==> src/rtl/gpio_pkg.sv <==
`timescale 1ns/1ps
package gpio_pkg;
    typedef enum logic [1:0] {
        ADDR_DATA = 2'd0,
        ADDR_DIR  = 2'd1,
        ADDR_PULL = 2'd2,
        ADDR_SLEW = 2'd3
    } gpio_addr_e;
endpackage

==> src/rtl/gpio_regs.sv <==
`timescale 1ns/1ps
module gpio_regs
    import gpio_pkg::*;
#(
    parameter int W = 8
) (
    input  logic         clk,
    input  logic         rst_n,
    input  logic         wr_en,
    input  logic [1:0]   addr,
    input  logic [W-1:0] wdata,
    output logic [W-1:0] data_q,
    output logic [W-1:0] dir_q,
    output logic [W-1:0] pull_q,
    output logic [W-1:0] slew_q
);
    gpio_addr_e sel;
    assign sel = gpio_addr_e'(addr);

    always_ff @(posedge clk or negedge rst_n) begin
        if (!rst_n) begin
            data_q <= '0;
            dir_q  <= '0;
            pull_q <= '0;
            slew_q <= '0;
        end else if (wr_en) begin
            unique case (sel)
                ADDR_DATA: data_q <= wdata;
                ADDR_DIR:  dir_q  <= wdata;
                ADDR_PULL: pull_q <= wdata;
                ADDR_SLEW: slew_q <= wdata;
            endcase
        end
    end

    AST_DATA_LATCHED: assert property (@(posedge clk) disable iff (!rst_n)
        (wr_en && addr == ADDR_DATA) |=> (data_q == $past(wdata)))
        else $error("latch write lost");

    AST_DIR_LATCHED: assert property (@(posedge clk) disable iff (!rst_n)
        (wr_en && addr == ADDR_DIR) |=> (dir_q == $past(wdata)))
        else $error("direction write lost");
endmodule

==> src/rtl/gpio_sync.sv <==
`timescale 1ns/1ps
module gpio_sync #(
    parameter int W      = 8,
    parameter int STAGES = 2
) (
    input  logic         clk,
    input  logic         rst_n,
    input  logic [W-1:0] d,
    output logic [W-1:0] q
);
    logic [W-1:0] chain [STAGES];

    for (genvar s = 0; s < STAGES; s++) begin : g_stage
        if (s == 0) begin : g_first
            always_ff @(posedge clk or negedge rst_n) begin
                if (!rst_n) chain[s] <= '0;
                else        chain[s] <= d;
            end
        end else begin : g_next
            always_ff @(posedge clk or negedge rst_n) begin
                if (!rst_n) chain[s] <= '0;
                else        chain[s] <= chain[s-1];
            end
        end
    end

    assign q = chain[STAGES-1];
endmodule

==> src/rtl/gpio_pad_ctrl.sv <==
`timescale 1ns/1ps
module gpio_pad_ctrl #(
    parameter int W       = 8,
    parameter int EDGE_LO = 4,
    localparam int EDGE_W = W - EDGE_LO
) (
    input  logic              clk,
    input  logic              rst_n,
    input  logic [W-1:0]      data_q,
    input  logic [W-1:0]      dir_q,
    input  logic [W-1:0]      pull_q,
    input  logic [W-1:0]      slew_q,
    input  logic [W-1:0]      periph_en,
    input  logic [W-1:0]      periph_out,
    input  logic [W-1:0]      periph_oe,
    input  logic [EDGE_W-1:0] edge_rise,
    output logic [W-1:0]      pad_out,
    output logic [W-1:0]      pad_oe,
    output logic [W-1:0]      pad_pu,
    output logic [W-1:0]      pad_pd,
    output logic [W-1:0]      pad_slew
);
    for (genvar i = 0; i < W; i++) begin : g_bit
        logic drive;
        logic pull_on;
        logic rise;

        if (i >= EDGE_LO) begin : g_edge
            assign rise = edge_rise[i-EDGE_LO];
        end else begin : g_plain
            assign rise = 1'b0;
        end

        assign drive       = periph_en[i] ? periph_oe[i] : dir_q[i];
        assign pad_oe[i]   = drive;
        assign pad_out[i]  = periph_en[i] ? periph_out[i] : (data_q[i] & dir_q[i]);
        assign pull_on     = pull_q[i] & ~dir_q[i] & ~drive;
        assign pad_pu[i]   = pull_on & ~rise;
        assign pad_pd[i]   = pull_on & rise;
        assign pad_slew[i] = slew_q[i] & (dir_q[i] | (periph_en[i] & periph_oe[i]));
    end

    AST_PULL_EXCLUSIVE: assert property (@(posedge clk) disable iff (!rst_n)
        (pad_pu & pad_pd) == '0)
        else $error("pullup and pulldown together");

    AST_NO_PULL_ON_DRIVE: assert property (@(posedge clk) disable iff (!rst_n)
        ((pad_pu | pad_pd) & pad_oe) == '0)
        else $error("pull active on driven pad");
endmodule

==> src/rtl/gpio_port.sv <==
`timescale 1ns/1ps
module gpio_port
    import gpio_pkg::*;
#(
    parameter int W           = 8,
    parameter int EDGE_LO     = 4,
    parameter int SYNC_STAGES = 2,
    localparam int EDGE_W     = W - EDGE_LO
) (
    input  logic              clk,
    input  logic              rst_n,
    input  logic              wr_en,
    input  logic [1:0]        addr,
    input  logic [W-1:0]      wdata,
    output logic [W-1:0]      rdata,
    input  logic [W-1:0]      pad_in,
    input  logic [W-1:0]      periph_en,
    input  logic [W-1:0]      periph_out,
    input  logic [W-1:0]      periph_oe,
    input  logic [EDGE_W-1:0] edge_rise,
    output logic [W-1:0]      pad_out,
    output logic [W-1:0]      pad_oe,
    output logic [W-1:0]      pad_pu,
    output logic [W-1:0]      pad_pd,
    output logic [W-1:0]      pad_slew
);
    logic [W-1:0] data_q, dir_q, pull_q, slew_q, pin_sync;

    gpio_regs #(.W(W)) u_regs (
        .clk(clk), .rst_n(rst_n), .wr_en(wr_en), .addr(addr), .wdata(wdata),
        .data_q(data_q), .dir_q(dir_q), .pull_q(pull_q), .slew_q(slew_q)
    );

    gpio_sync #(.W(W), .STAGES(SYNC_STAGES)) u_sync (
        .clk(clk), .rst_n(rst_n), .d(pad_in), .q(pin_sync)
    );

    gpio_pad_ctrl #(.W(W), .EDGE_LO(EDGE_LO)) u_pad (
        .clk(clk), .rst_n(rst_n),
        .data_q(data_q), .dir_q(dir_q), .pull_q(pull_q), .slew_q(slew_q),
        .periph_en(periph_en), .periph_out(periph_out), .periph_oe(periph_oe),
        .edge_rise(edge_rise),
        .pad_out(pad_out), .pad_oe(pad_oe), .pad_pu(pad_pu), .pad_pd(pad_pd),
        .pad_slew(pad_slew)
    );

    always_comb begin
        unique case (gpio_addr_e'(addr))
            ADDR_DATA: rdata = (data_q & dir_q) | (pin_sync & ~dir_q);
            ADDR_DIR:  rdata = dir_q;
            ADDR_PULL: rdata = pull_q;
            ADDR_SLEW: rdata = slew_q;
        endcase
    end
endmodule

==> config.mk <==
export PLATFORM = sky130hd
export DESIGN_NAME = gpio_port
export DESIGN_NICKNAME = d
export VERILOG_FILES = /design/src/rtl/gpio_pkg.sv /design/src/rtl/gpio_regs.sv /design/src/rtl/gpio_sync.sv /design/src/rtl/gpio_pad_ctrl.sv /design/src/rtl/gpio_port.sv
export SDC_FILE = /design/constraint.sdc
export NUM_CORES = 1
export LEC_CHECK = 0
export BUFFER_PORTS_ARGS = -buffer_cell sky130_fd_sc_hd__buf_2
export CELL_PAD_IN_SITES_DETAIL_PLACEMENT = 0
export CELL_PAD_IN_SITES_GLOBAL_PLACEMENT = 2
export CORE_MARGIN = 2
export CORE_UTILIZATION = 30
export CTS_BUF_LIST = sky130_fd_sc_hd__clkbuf_8
export DETAILED_ROUTE_END_ITERATION = 10
export GPL_ROUTABILITY_DRIVEN = 1
export HOLD_SLACK_MARGIN = 0.1
export PLACE_DENSITY = 0.84
export SLEW_MARGIN = 20
export SYNTH_ARGS = -nofsm -noshare
export SYNTH_HDL_FRONTEND = slang
export SYNTH_SLANG_ARGS = --single-unit
==> constraint.sdc <==
create_clock -name clk -period 1.3 [get_ports clk]
set_input_delay 0.13 -clock clk [delete_from_list [all_inputs] [get_ports clk]]
set_output_delay 0.13 -clock clk [all_outputs]
set_load 0.005 [all_outputs]
Yosys cells after proc, flatten, opt, wreduce, memory -nomap -nowiden

Index checks and enable logic that the tools add are counted.

Register bits: 48
Input bits: 49
Logic and storage cells: 111

Equal/unequal tests: 3
Muxes and demuxes: 17
Bitwise logic cells: 80
Reductions and logical operators: 5

Operator list:

| operator           | count |
|---|---|
| $and 1x1->1        | 48 |
| $pmux 8 s4         | 1 |
| $not 1->1          | 20 |
| $and 8x8->8        | 2 |
| $mux 1             | 16 |
| $not 8->8          | 1 |
| $or 1x1->1         | 8 |
| $or 8x8->8         | 1 |
| $reduce_and 2->1   | 4 |
| $eq 2x2->1 const B | 2 |
| $eq 2x1->1 const B | 1 |
| $logic_not 2->1    | 1 |

Logic depth before layout (Yosys ltp)

Gate-level depths: netlist (run 1).

Word-level depth: 4
Gate-level depth with buffers: 5
Mapped depth without buffers: 3

Modules after synthesis

From an unflattened synthesis (run 1), not the netlist that was laid out.

Cell total of the unflattened synthesis: 190
Area total of the unflattened synthesis: 2,486.1 µm²

Modules (own cells, without submodules):

| module        | instances | cells an instance | area each (µm²) | seq. area each (µm²) |
|---|---|---|---|---|
| gpio_regs     | 1         | 68                | 1,212.4         | 800.8 |
| gpio_pad_ctrl | 1         | 80                | 504.2           | 0.0 |
| gpio_sync     | 1         | 24                | 460.4           | 400.4 |
| gpio_port     | 1         | 18                | 309.0           | 0.0 |

Worst setup path before layout (run 1)

No wires, ideal clock.

Path type: register -> output
Start: register u_regs.dir_q[2]
End: output port rdata[2]
Data arrival time: 1.073 ns
Data required time: 1.170 ns
Setup slack: 0.097 ns
Cell stages (with the launch flop): 4
Cells stage by stage: dfrtp_1 -> or3b_2 -> a21oi_1 -> o21bai_1

Word-level cells in the longest chain between the ends: 4

RTL lines:

| element                  | RTL line        | RTL |
|---|---|---|
| start: declaration       | gpio_regs.sv:13 | `output logic [W-1:0] dir_q,` |
| start signal: assignment | gpio_regs.sv:29 | `ADDR_DIR: dir_q <= wdata;` |
| $not 8->8                | gpio_port.sv:49 | `ADDR_DATA: rdata = (data_q & dir_q) \| (pin_sync & ~dir_q);` |
| $and 8x8->8              | gpio_port.sv:49 |  |
| $or 8x8->8               | gpio_port.sv:49 |  |
| $pmux 8 s4 *             | gpio_port.sv:48 | `unique case (gpio_addr_e'(addr))` |
| end: declaration         | gpio_port.sv:15 | `output logic [W-1:0] rdata,` |

Every way passes the cells marked *; elsewhere a longest branch is shown, timed or not.

Worst setup path after layout (run 1)

Start: register u_regs.dir_q[7]
End: output port rdata[7]

The elaborated chain is that of the path after synthesis.

==> results.md, run 1 <==
Pwr:
- The internal power summed over all cells is between 3 and 4 mW.
- The switching share of power is between 20% and 30%.
- The share of total power in combinational logic is between 20% and 30%.
- In this run the power spent charging and discharging nets is 1.15 mW.
- The worst-case IR drop observed on VDD is between 0.0005 and 0.0006 V.
- The power share of the sequential group is about 44%.
- Power spread over the standard cell area amounts to roughly 1200 nW/µm².
- For this design the static power due to leakage is 1.64 nW.
- The share of total power in the clock network is approximately 28%.

Worst setup path:
- STA classifies the critical path endpoint as an output port.
- STA classifies the critical path startpoint as a flip-flop.
- Walking the worst path, the cells encountered are or3b_4, a21oi_2, o21bai_1, buf_2.
- The destination of the worst register-to-register timing path is u_regs.dir_q[6].
- The cell count of the worst reg-to-reg path is 3.
- The slowest stage of the critical path belongs to the cell dfrtp_1.
- The maximum single-stage delay on the critical path is roughly 400 ps.
- The required time at the worst-slack endpoint is 1170 ps.
- Across all register-to-register paths, the minimum setup slack is roughly 300 ps.
- In this run the critical register-to-register path is launched from u_regs.dir_q[6].
- The critical setup path kind is flip-flop to output port.
- Data arrives at the worst endpoint at around 1400 ps.
- Of all nets on the critical path, the largest fanout is 2.

STA:
- The final critical path takes up 121% of the cycle.
- On the final layout, the worst hold slack is approximately 100 ps.
- The maximum clock skew at final layout is 7.71 ps.
- The minimum clock period after layout is about 1600 ps.
- The count of pins over their slew limit is 0.
- After layout, the worst setup slack is -271 ps.
- The number of hold violations in the final report is 0.
- The final count of negative-setup-slack endpoints is 20.
- Timing would allow up to roughly 640 MHz.
- Setup repair after global routing could not meet its margin everywhere.

Logic synthesis:
- The leading register cell type out of synthesis is dfrtp_1.
- After technology mapping, the gate count stands at 208.
- The most used standard cell by instance count after synthesis is dfrtp_1.
- The number of enable-type register cells in the synthesized netlist is 0.
- The post-synthesis sequential element count is between 40 and 50.
- The mean area per synthesized cell is between 10 and 15 µm².
- Yosys printed 0 warnings.
- For this run, the register share of the synthesized area comes to 49.8%.
- The cell taking the most area after synthesis is dfrtp_1.
- Of all flip-flops after synthesis, the portion carrying an async set or reset was 100%.
- The mapped cell area is between 2000 and 2500 µm².
- The post-synthesis cell type count is 23.
- By count the netlist is led by dfrtp_1 (48), mux2_2 (40), nand2_1 (20), buf_4 (17).
- The area share of the largest cell type after synthesis is between 40% and 50%.
- After synthesis, the cell types taking the most area are dfrtp_1 (50%), mux2_2 (19%), buf_4 (5.3%).

Route:
- The number of iterations in the first detailed-routing pass is 4.
- The detailed router put a total of 2560 µm of wire on met1.
- The count of unresolved DRC violations after routing is 0.
- In this run the remaining antenna-violating nets after routing total 0.
- In the detailed route, the total length drawn on met2 is 2820 µm.
- The count of vias placed by the detailed router is between 1.5k and 2k.
- The routed length per placed instance is around 13 µm.
- The top routing layer in use is met4.
- The total detailed-routing wirelength is ~5700 µm.
- Using the TritonRoute via totals, the vias-per-cell ratio works out to 4.53.
- After detailed routing, the met3 layer carries between 300 and 400 µm of wire.
- In this run, the number of DRC markers left after iteration 0 of detailed routing was 36.

Cells and area:
- The number of antenna diodes in the final layout is 0.
- From synthesis to final layout, the design area changed by 44.1%.
- Counting the fill cells in the layout gives 745.
- The post-layout net count is between 300 and 400.
- The share of post-route cells with drive strength above 1 is about three fifths.
- The area occupied by multi-input gates is about 1200 µm².
- At the end of the flow the core is filled with cells to roughly 45%.
- Summing all flip-flop and latch instances after layout gives around 1200 µm².

Global route:
- For this run, the total global-route usage over all layers was measured as a little over an eighth.
- The number of global-route vias before repair is around 1.9k.
- The initial antenna violation count is 0.
- Entering global routing, the biggest net connects 49 pins.
- The aggregate global routing overflow is 0.
- The first global-routing pass estimated between 8000 and 9000 µm of wire.

Min path:
- The path class of the tightest hold or removal check is input pin to flip-flop.
- In this run the most critical hold path is launched from wdata[4].
- For hold timing, the worst endpoint is u_regs.slew_q[4].
- The worst hold path was traced through 2 stages.

Clock network:
- The number of clock buffers inserted by TritonCTS is 5.
- The number of clock sinks is 48.
- The cell at the root of the clock tree is clkbuf_8.
- The register clock-pin slew on the reported worst setup and hold paths is around 90 ps.
- No sink is reached through more buffers than the 2 on the longest clock path.
- The later pin in the worst-skew pair is clocked with a latency of 300 ps.
- CTS built an H-tree with a depth of 2.
- The clock tree from TritonCTS is built.

Status:
- The final reports fail on negative setup slack.
- The flow ran to the end, but the final reports show violations.

Placed design:
- Timing analysis after detailed placement gives a worst setup slack of -50.5 ps.
- The estimated wirelength of the detail-placed design is 4210 µm.
- Port buffering added 92 buffers.
- The placer congestion estimate is 0.715.

Job:
- Across the run, the number of max-cap violations was 0.

Die:
- From left edge to right edge, the die measures between 90 and 100 µm.
- 97 I/O pins were placed.
- The core region is 7770 µm².
- The floorplan has 32 rows.
- The height of the die is 93.7 µm.
- Once the floorplan was initialized, standard cells occupied between 30% and 40% of the core.
- The full die area is approximately 8800 µm².
per-stage QoR:
stage | cells | setup TNS (ps) | power (mW) | area, µm²
after CTS | 425 | -2400 | 4.20 | 3350
final | 428 | -2060 | 4.26 | 3470
after detailed placement | 406 | -396 | 2.92 | 3030
after global routing | 428 | -3920 | 4.51 | 3470
after global placement | 406 | -186 | 2.89 | 3030
after floorplan | 211 | 0 | 2.47 | 2420
routing by layer:
| layer | track usage, % | vias up |
|---|---|---|
| li1 | - | 944 |
| met1 | 16.8 | 925 |
| met2 | 22.4 | 63 |
| met3 | 2.17 | 5 |
| met4 | 3.99 | 0 |
| met5 | 0 | - |
area by class of cell:
cell class              instances  share of cell area, %
clock inverters                 1                  0.864
repair buffers                127                   23.3
well taps                     102                   3.67
inverters                       1                  0.216
clock buffers                   7                   2.77
multi-input cells             142                   34.5
flip-flops and latches         48                   34.7
cell usage in the layout, fill, tap and decap left out, types with 6 or more instances in the layout:
master / count
a21oi_2: 8
buf_2: 88
buf_4: 18
buf_6: 10
clkbuf_8: 7
dfrtp_1: 45
dlygate4sd3_1: 10
mux2_2: 39
mux2i_1: 8
nand2_1: 19
nor2b_1: 8
o211ai_1: 6
o21ai_0: 6
worst max-delay path by stage:
stage | startpoint | end | slack [ps] | cells after the start
after floorplan | u_regs.dir_q[2] | rdata[2] | 100 | 3
final | u_regs.dir_q[7] | rdata[7] | -270 | 4
after CTS | u_regs.dir_q[6] | rdata[6] | -260 | 4
after global placement | addr[0] | rdata[7] | -60 | 5
after global routing | u_regs.dir_q[6] | rdata[6] | -350 | 4
after detailed placement | addr[0] | rdata[4] | -50 | 5
cells by family (layout without fill, tap and decap cells):
group / Yosys count / after routing / share of synthesized area, %
DFF: 48 / 48 / 49.8
and+or+nand+nor: 53 / 53 / 12.9
muxes: 48 / 48 / 22.0
AOI/OAI and AO/OA: 37 / 37 / 8.82
other: 1 / 4 / 0.156
buffers and inverters: 21 / 136 / 6.28
sequential cells by signal (all words and copies together), names as in the netlist:
| signal | flops |
|---|---|
| u_regs.slew_q | 8 |
| u_sync.q | 8 |
| u_sync.chain | 8 |
| u_regs.pull_q | 8 |
| u_regs.data_q | 8 |
| u_regs.dir_q | 8 |
worst max-delay path, delay by kind of cell (launching register included):
family	cells	cell delay, ps
AO/OA/AOI/OAI	2	230
buffers and inverters	1	130
flip-flops	1	400
AND/OR/NAND/NOR	1	380
timing repair:
item / CTS / global route
pin swaps: 9 / 9
buffers inserted: 3 / 3
setup endpoints to repair: 27 / 39
gates resized for setup: 24 / 29
hold endpoints to repair: 57 / 0
hold buffers: 10 / 0
power by group through the flow:
stage / Sequential [mW] / Clock, mW / Combinational (mW)
2_1_floorplan: 1.86 / 0 / 0.614
3_3_place_gp: 1.88 / 0 / 1.01
3_5_place_dp: 1.89 / 0 / 1.02
4_1_cts: 1.87 / 1.20 / 1.13
5_1_grt: 1.92 / 1.26 / 1.33
6_report: 1.88 / 1.17 / 1.20
Power figures use the tool's default switching activity.
==> run 2: changes to the inputs <==
CORE_MARGIN = not set   (was 2)
==> results.md, run 2 (synthesis results as in run 1) <==
Clock network:
- The source-to-sink clock delay at the later pin of the worst-skew pair is ~300 ps.
- The number of clock buffers added by TritonCTS is 5.
- The clock tree synthesis step divided the H-tree into 2 levels.
- The number of clock sinks is 48.
- Clock tree synthesis selected as its root buffer the cell clkbuf_8.
- The clock tree from TritonCTS is built.
- The register clock-pin slew on the reported worst setup and hold paths is about 90 ps.
- The maximum clock path buffer count is 2.

Worst setup path:
- The critical path in this run is classified as flip-flop to output port.
- Data on the critical path is required at its endpoint by 1170 ps.
- STA classifies the critical path startpoint as a flip-flop.
- Along the worst path, the maximum fanout reaches 2.
- STA classifies the critical path endpoint as an output port.
- The reg2reg setup slack is approximately 390 ps.
- Data arrives at the worst endpoint at approximately 1400 ps.

Job:
- The number of max-cap violations is 0.

STA:
- Across the routed clock network, the largest skew measured is between 7 and 8 ps.
- The count of pins over their slew limit is 0.
- The number of hold violations in the final report is 0.
- The share of the clock period used by the worst path is 120%.
- Setup violations remaining at the end of the flow were counted as 18.
- Based on the critical path, the design can be clocked at up to 641 MHz.
- The minimum clock period after layout is 1560 ps.
- The least setup slack across all paths after layout is -260 ps.
- Final hold analysis gives a worst-case slack of 113 ps.
- Setup repair after global routing could not meet its margin everywhere.

Cells and area:
- In the layout the commonest cells are buf_2 (88), dfrtp_1 (45), mux2_2 (36).
- The share of post-route cells with drive strength above 1 is between 50% and 60%.
- The commonest non-fill, non-tap cell in the layout is buf_2.
- The area growth from synthesis to layout is 41.6%.
- The number of standard cells in the layout, taps in and fillers out is ~420.
- Once layout is complete, the utilization of the core stands at between 40% and 50%.
- In the final design database the tool counted ~370 nets.
- The number of diodes is 0.

Die:
- The total area inside the core boundary comes to ~7800 µm².
- The height of the die is roughly 92 µm.
- After floorplanning, the core was divided into 32 placement rows.
- The full die area is roughly 8400 µm².
- between 90 and 100 I/O pins were placed.
- The width of the die is between 90 and 100 µm.
- Once the floorplan was initialized, standard cells occupied ~31% of the core.

Route:
- The count of nets left with antenna violations once routing finished came out at 0.
- After detailed routing, the average wire length per cell comes to 13.1 µm.
- The per-cell via count in the routed design is about 4.5.
- The total detailed-routing wirelength is approximately 5500 µm.
- For this run, design rule violations remaining after detail routing come to 0.
- The number of iterations in the first detailed-routing pass is 4.
- For this block, the via count after detailed routing is 1895.
- The count of routing violations after the opening detailed-route iteration is 87.

Placed design:
- The setup slack at placement is -31.3 ps.
- Detailed placement finished with a half-perimeter wire length of 4040 µm.
- Including well taps, the total number of placed cells is ~400.
- In this run the tool buffered the top-level ports with 92 buffer cells.
- Routability-driven placement finished with a final weighted congestion of slightly below 0.8.

Pwr:
- VDD sags by at most ~0.00038 V.
- For this design the static power due to leakage is between 1.5 and 2 nW.
- The cell area power density is 1160 nW/µm².

Global route:
- The number of global-route vias before repair is 1939.
- The first global-routing pass estimated 9010 µm of wire.
- The aggregate global routing overflow is 0.
- The initial antenna violation count was 0.
- Entering global routing, the biggest net connects slightly below 50 pins.
- Global routing consumed, over all layers together, 13.6% of the routing resources.

Min path:
- The worst hold path belongs to the class input pin to flip-flop.

Status:
- The checks that failed: negative setup slack.
- The run finished, with violations left.
## run 2: worst paths after layout
kind	startpoint	endpoint	depth (start not counted)
worst max-delay path	u_regs.dir_q[4]	rdata[4]	4
worst min-delay path	wdata[3]	u_regs.pull_q[3]	2
worst max register to register	u_regs.dir_q[4]	u_regs.dir_q[4]	2
worst min register to register	u_sync.chain[9]	u_sync.q[1]	0
max in group asynchronous	rst_n	u_regs.dir_q[0]	3
min in group asynchronous	rst_n	u_sync.q[1]	3
## run 2: metrics by stage
stage	TNS (ps)	instance area (µm²)	power [mW]
after CTS	-1790	3310	3.93
after global routing	-3510	3410	4.24
final	-1670	3410	3.98
after global placement	-38.6	3000	2.88
after detailed placement	-129	3000	2.91
after floorplan	0	2420	2.47
## run 2: what timing repair did
action / CTS / global route
hold endpoints to repair: 58 / 0
setup endpoints to repair: 26 / 36
gates resized for setup: 24 / 27
buffers inserted: 3 / 3
pin swaps: 8 / 10
hold buffers: 10 / 0
## run 2: layer usage
metal	GRT usage (%)	part of all wire, %	up-vias	routed length (µm)
li1	-	-	936	-
met1	17.0	44	897	2440
met2	23.7	50	60	2780
met3	2.74	4.9	2	269
met4	4.23	0.70	0	39
met5	0	0	-	0
## run 2: worst max-delay path: stages, from the launching register on
cell	delay (ps)
dfrtp_1	400
or3b_4	370
a21oi_2	120
o21bai_1	120
buf_2	130
## run 2: area by class of cell
type / instances / area [µm²]
multi-input cells: 142 / 1200
fillers: 753 / 4350
flip-flops and latches: 48 / 1200
clock inverters: 2 / 10.0
clock buffers: 6 / 82.6
well taps: 102 / 128
repair buffers: 122 / 779
inverters: 1 / 7.51
## run 2: where the power goes
group / internal (mW) / total (mW) / switching (mW)
Clock: 0.425 / 0.897 / 0.472
Sequential: 1.71 / 1.88 / 0.170
Combinational: 0.712 / 1.20 / 0.489
Total: 2.85 / 3.98 / 1.13
==> run 3: changes to the inputs <==
MAX_ROUTING_LAYER = met4   (was not set)
clock period = 1.6 ns   (was 1.3 ns; I/O delays follow)
==> results.md, run 3 (synthesis results as in run 1) <==
Status:
- The run finished with clean final reports.

Clock network:
- The number of clock buffers inserted by TritonCTS is 5.
- TritonCTS built the clock tree.
- The longest clock path from root to sink contains 2 buffers.
- Clock-pin slew was measured on the worst setup and hold paths at 90 ps.
- The cell at the root of the clock tree is clkbuf_8.
- The source-to-sink clock delay at the later pin of the worst-skew pair is ~300 ps.
- CTS saw between 40 and 50 sinks.
- CTS built an H-tree with a depth of 2.

Die:
- 97 I/O pins were placed.
- The die is 91.7 µm tall.
- The total area inside the core boundary comes to 7770 µm².
- The width of the die is 91.7 µm.
- The full die area is 8400 µm².
- For this configuration, the core starts out at a cell density of 31.0%.
- The number of core rows is 32.

Route:
- The total detailed-routing wirelength is 5550 µm.
- After detailed routing, the average wire length per cell comes to ~13 µm.
- After detailed routing, the number of vias per cell comes to 4.55.
- Once detail routing completed, the nets flagged for antenna violations numbered 0.
- In this run, the number of DRC markers left after iteration 0 of detailed routing was 56.
- The number of iterations in the first detailed-routing pass is 4.
- For this run, design rule violations remaining after detail routing come to 0.
- The count of vias placed by the detailed router is around 1.9k.

Cells and area:
- Of the cells placed in the final design, the portion with a size suffix greater than 1 is between 50% and 60%.
- The synthesis-to-layout area growth is 31.0%.
- The commonest non-fill, non-tap cell in the layout is buf_2.
- The number of standard cells in the layout, taps in and fillers out is 413.
- The net count of the finished layout is roughly 360.
- The number of diodes is 0.
- Leaving out fill and tap cells, the most frequent cells in the layout are buf_2 (92), dfrtp_1 (48), mux2_2 (40).

Global route:
- For this run the aggregate overflow at the end of global routing stands at 0.
- The largest net degree at the start of global routing is 49.
- The first-pass GRT wire length is 9000 µm.
- The global-route total usage across every layer is between 10 and 15%.
- The initial antenna violation count is 0.
- The number of global-route vias before repair was between 1.5k and 2k.

Worst setup path:
- The worst setup path is of the flip-flop to output port kind.
- The reg2reg setup slack is approximately 690 ps.
- Walking the worst path, the cells encountered are or3b_4, a21oi_2, o21bai_1, buf_2.
- The number of buffer and inverter stages on the critical path is 1.
- The worst setup path is captured at an output port.
- The slowest cell on the critical path is dfrtp_1.
- At the worst endpoint, the arrival time is roughly 1400 ps.
- The critical path's top delay family is flip-flops.
- On the worst path, the slowest cell contributes a delay of approximately 390 ps.
- In this run the worst path has a maximum fanout of 2.
- STA classifies the critical path startpoint as a flip-flop.
- The required time at the worst-slack endpoint is around 1400 ps.

STA:
- The minimum clock period after layout is approximately 1600 ps.
- Setup repair after global routing could not meet its margin everywhere.
- The share of the clock period used by the worst path is between 90% and 100%.
- Setup violations remaining at the end of the flow were counted as 0.
- The number of hold violations in the final report was 0.
- At the pin with the least slew margin, the transition time is 611 ps.
- On the final layout, the worst hold slack is roughly 130 ps.
- The maximum clock skew at final layout is about 4 ps.
- Headroom to the max-slew limit came out at around 59%.
- The count of pins over their slew limit was 0.
- Based on the critical path, the design can be clocked at up to 634 MHz.

Placed design:
- The congestion estimate from routability-driven global placement came to about 0.73.
- The HPWL after detailed placement is 3950 µm.
- During placement, the flow inserted port buffers numbering 92.
- The number of placed instances, taps included is 393.

Min path:
- The worst hold path belongs to the class input pin to flip-flop.

Pwr:
- The leakage power summed over all cells is about 1.5 nW.
- Across the VDD grid, the largest voltage drop is 0.000423 V.
- Dividing total power by cell area gives a power density of between 900 and 1000 nW/µm².
- The total power after layout is slightly above 3 mW.

Job:
- The number of max-cap violations is 0.
==> run 3: path summary, 6_finish.rpt <==
path / start / end / cells past startpoint
worst max-delay path: u_regs.dir_q[4] / rdata[4] / 4
worst min-delay path: wdata[5] / u_regs.dir_q[5] / 2
worst max register to register: u_regs.dir_q[7] / u_regs.dir_q[7] / 2
worst min register to register: u_sync.chain[11] / u_sync.q[3] / 0
max in group asynchronous: rst_n / u_regs.pull_q[4] / 3
min in group asynchronous: rst_n / u_sync.chain[8] / 3
==> run 3: repair_timing <==
item | 4_1_cts | 5_1_grt
endpoints found under the setup margin | 5 | 7
hold buffers | 9 | 0
setup buffers | 3 | 0
pin swaps | 4 | 1
endpoints found under the hold margin | 56 | 0
gates cloned | 0 | 0
gates resized for setup | 9 | 1
==> run 3: layout make-up <==
class                           instances  area, µm²
Inverter                                1       3.75
Sequential cell                        48       1200
Multi-Input combinational cell        142       1100
Timing Repair Buffer                  112        633
Clock buffer                            6       82.6
Fill cell                             794       4610
Clock inverter                          2       10.0
Tap cell                              102        128
==> run 3: report_power, final <==
part / switching [mW] / internal [mW]
registers: 0.126 / 1.39
clock network: 0.397 / 0.346
logic: 0.354 / 0.479
==> run 3: per-layer routing <==
| metal | global-route usage (%) | part of all wire [%] | vias to the layer above | wire (µm) |
|---|---|---|---|---|
| met5 | - | 0 | - | 0 |
| met4 | 5.56 | 0.97 | 0 | 54 |
| met3 | 1.99 | 4.0 | 6 | 224 |
| met2 | 23.4 | 50 | 62 | 2760 |
| met1 | 18.0 | 45 | 891 | 2520 |
| li1 | - | - | 922 | - |
==> run 3: per-stage QoR <==
step	utilization [%]	TNS (ps)	worst slack [ps]	area, µm²
detailed placement	37.6	0	174	2920
global placement	37.6	0	184	2920
floorplan	-	0	367	2420
finish	40.7	0	23.4	3160
global route	40.7	-270	-68.6	3160
CTS	40.6	0	0.228	3160
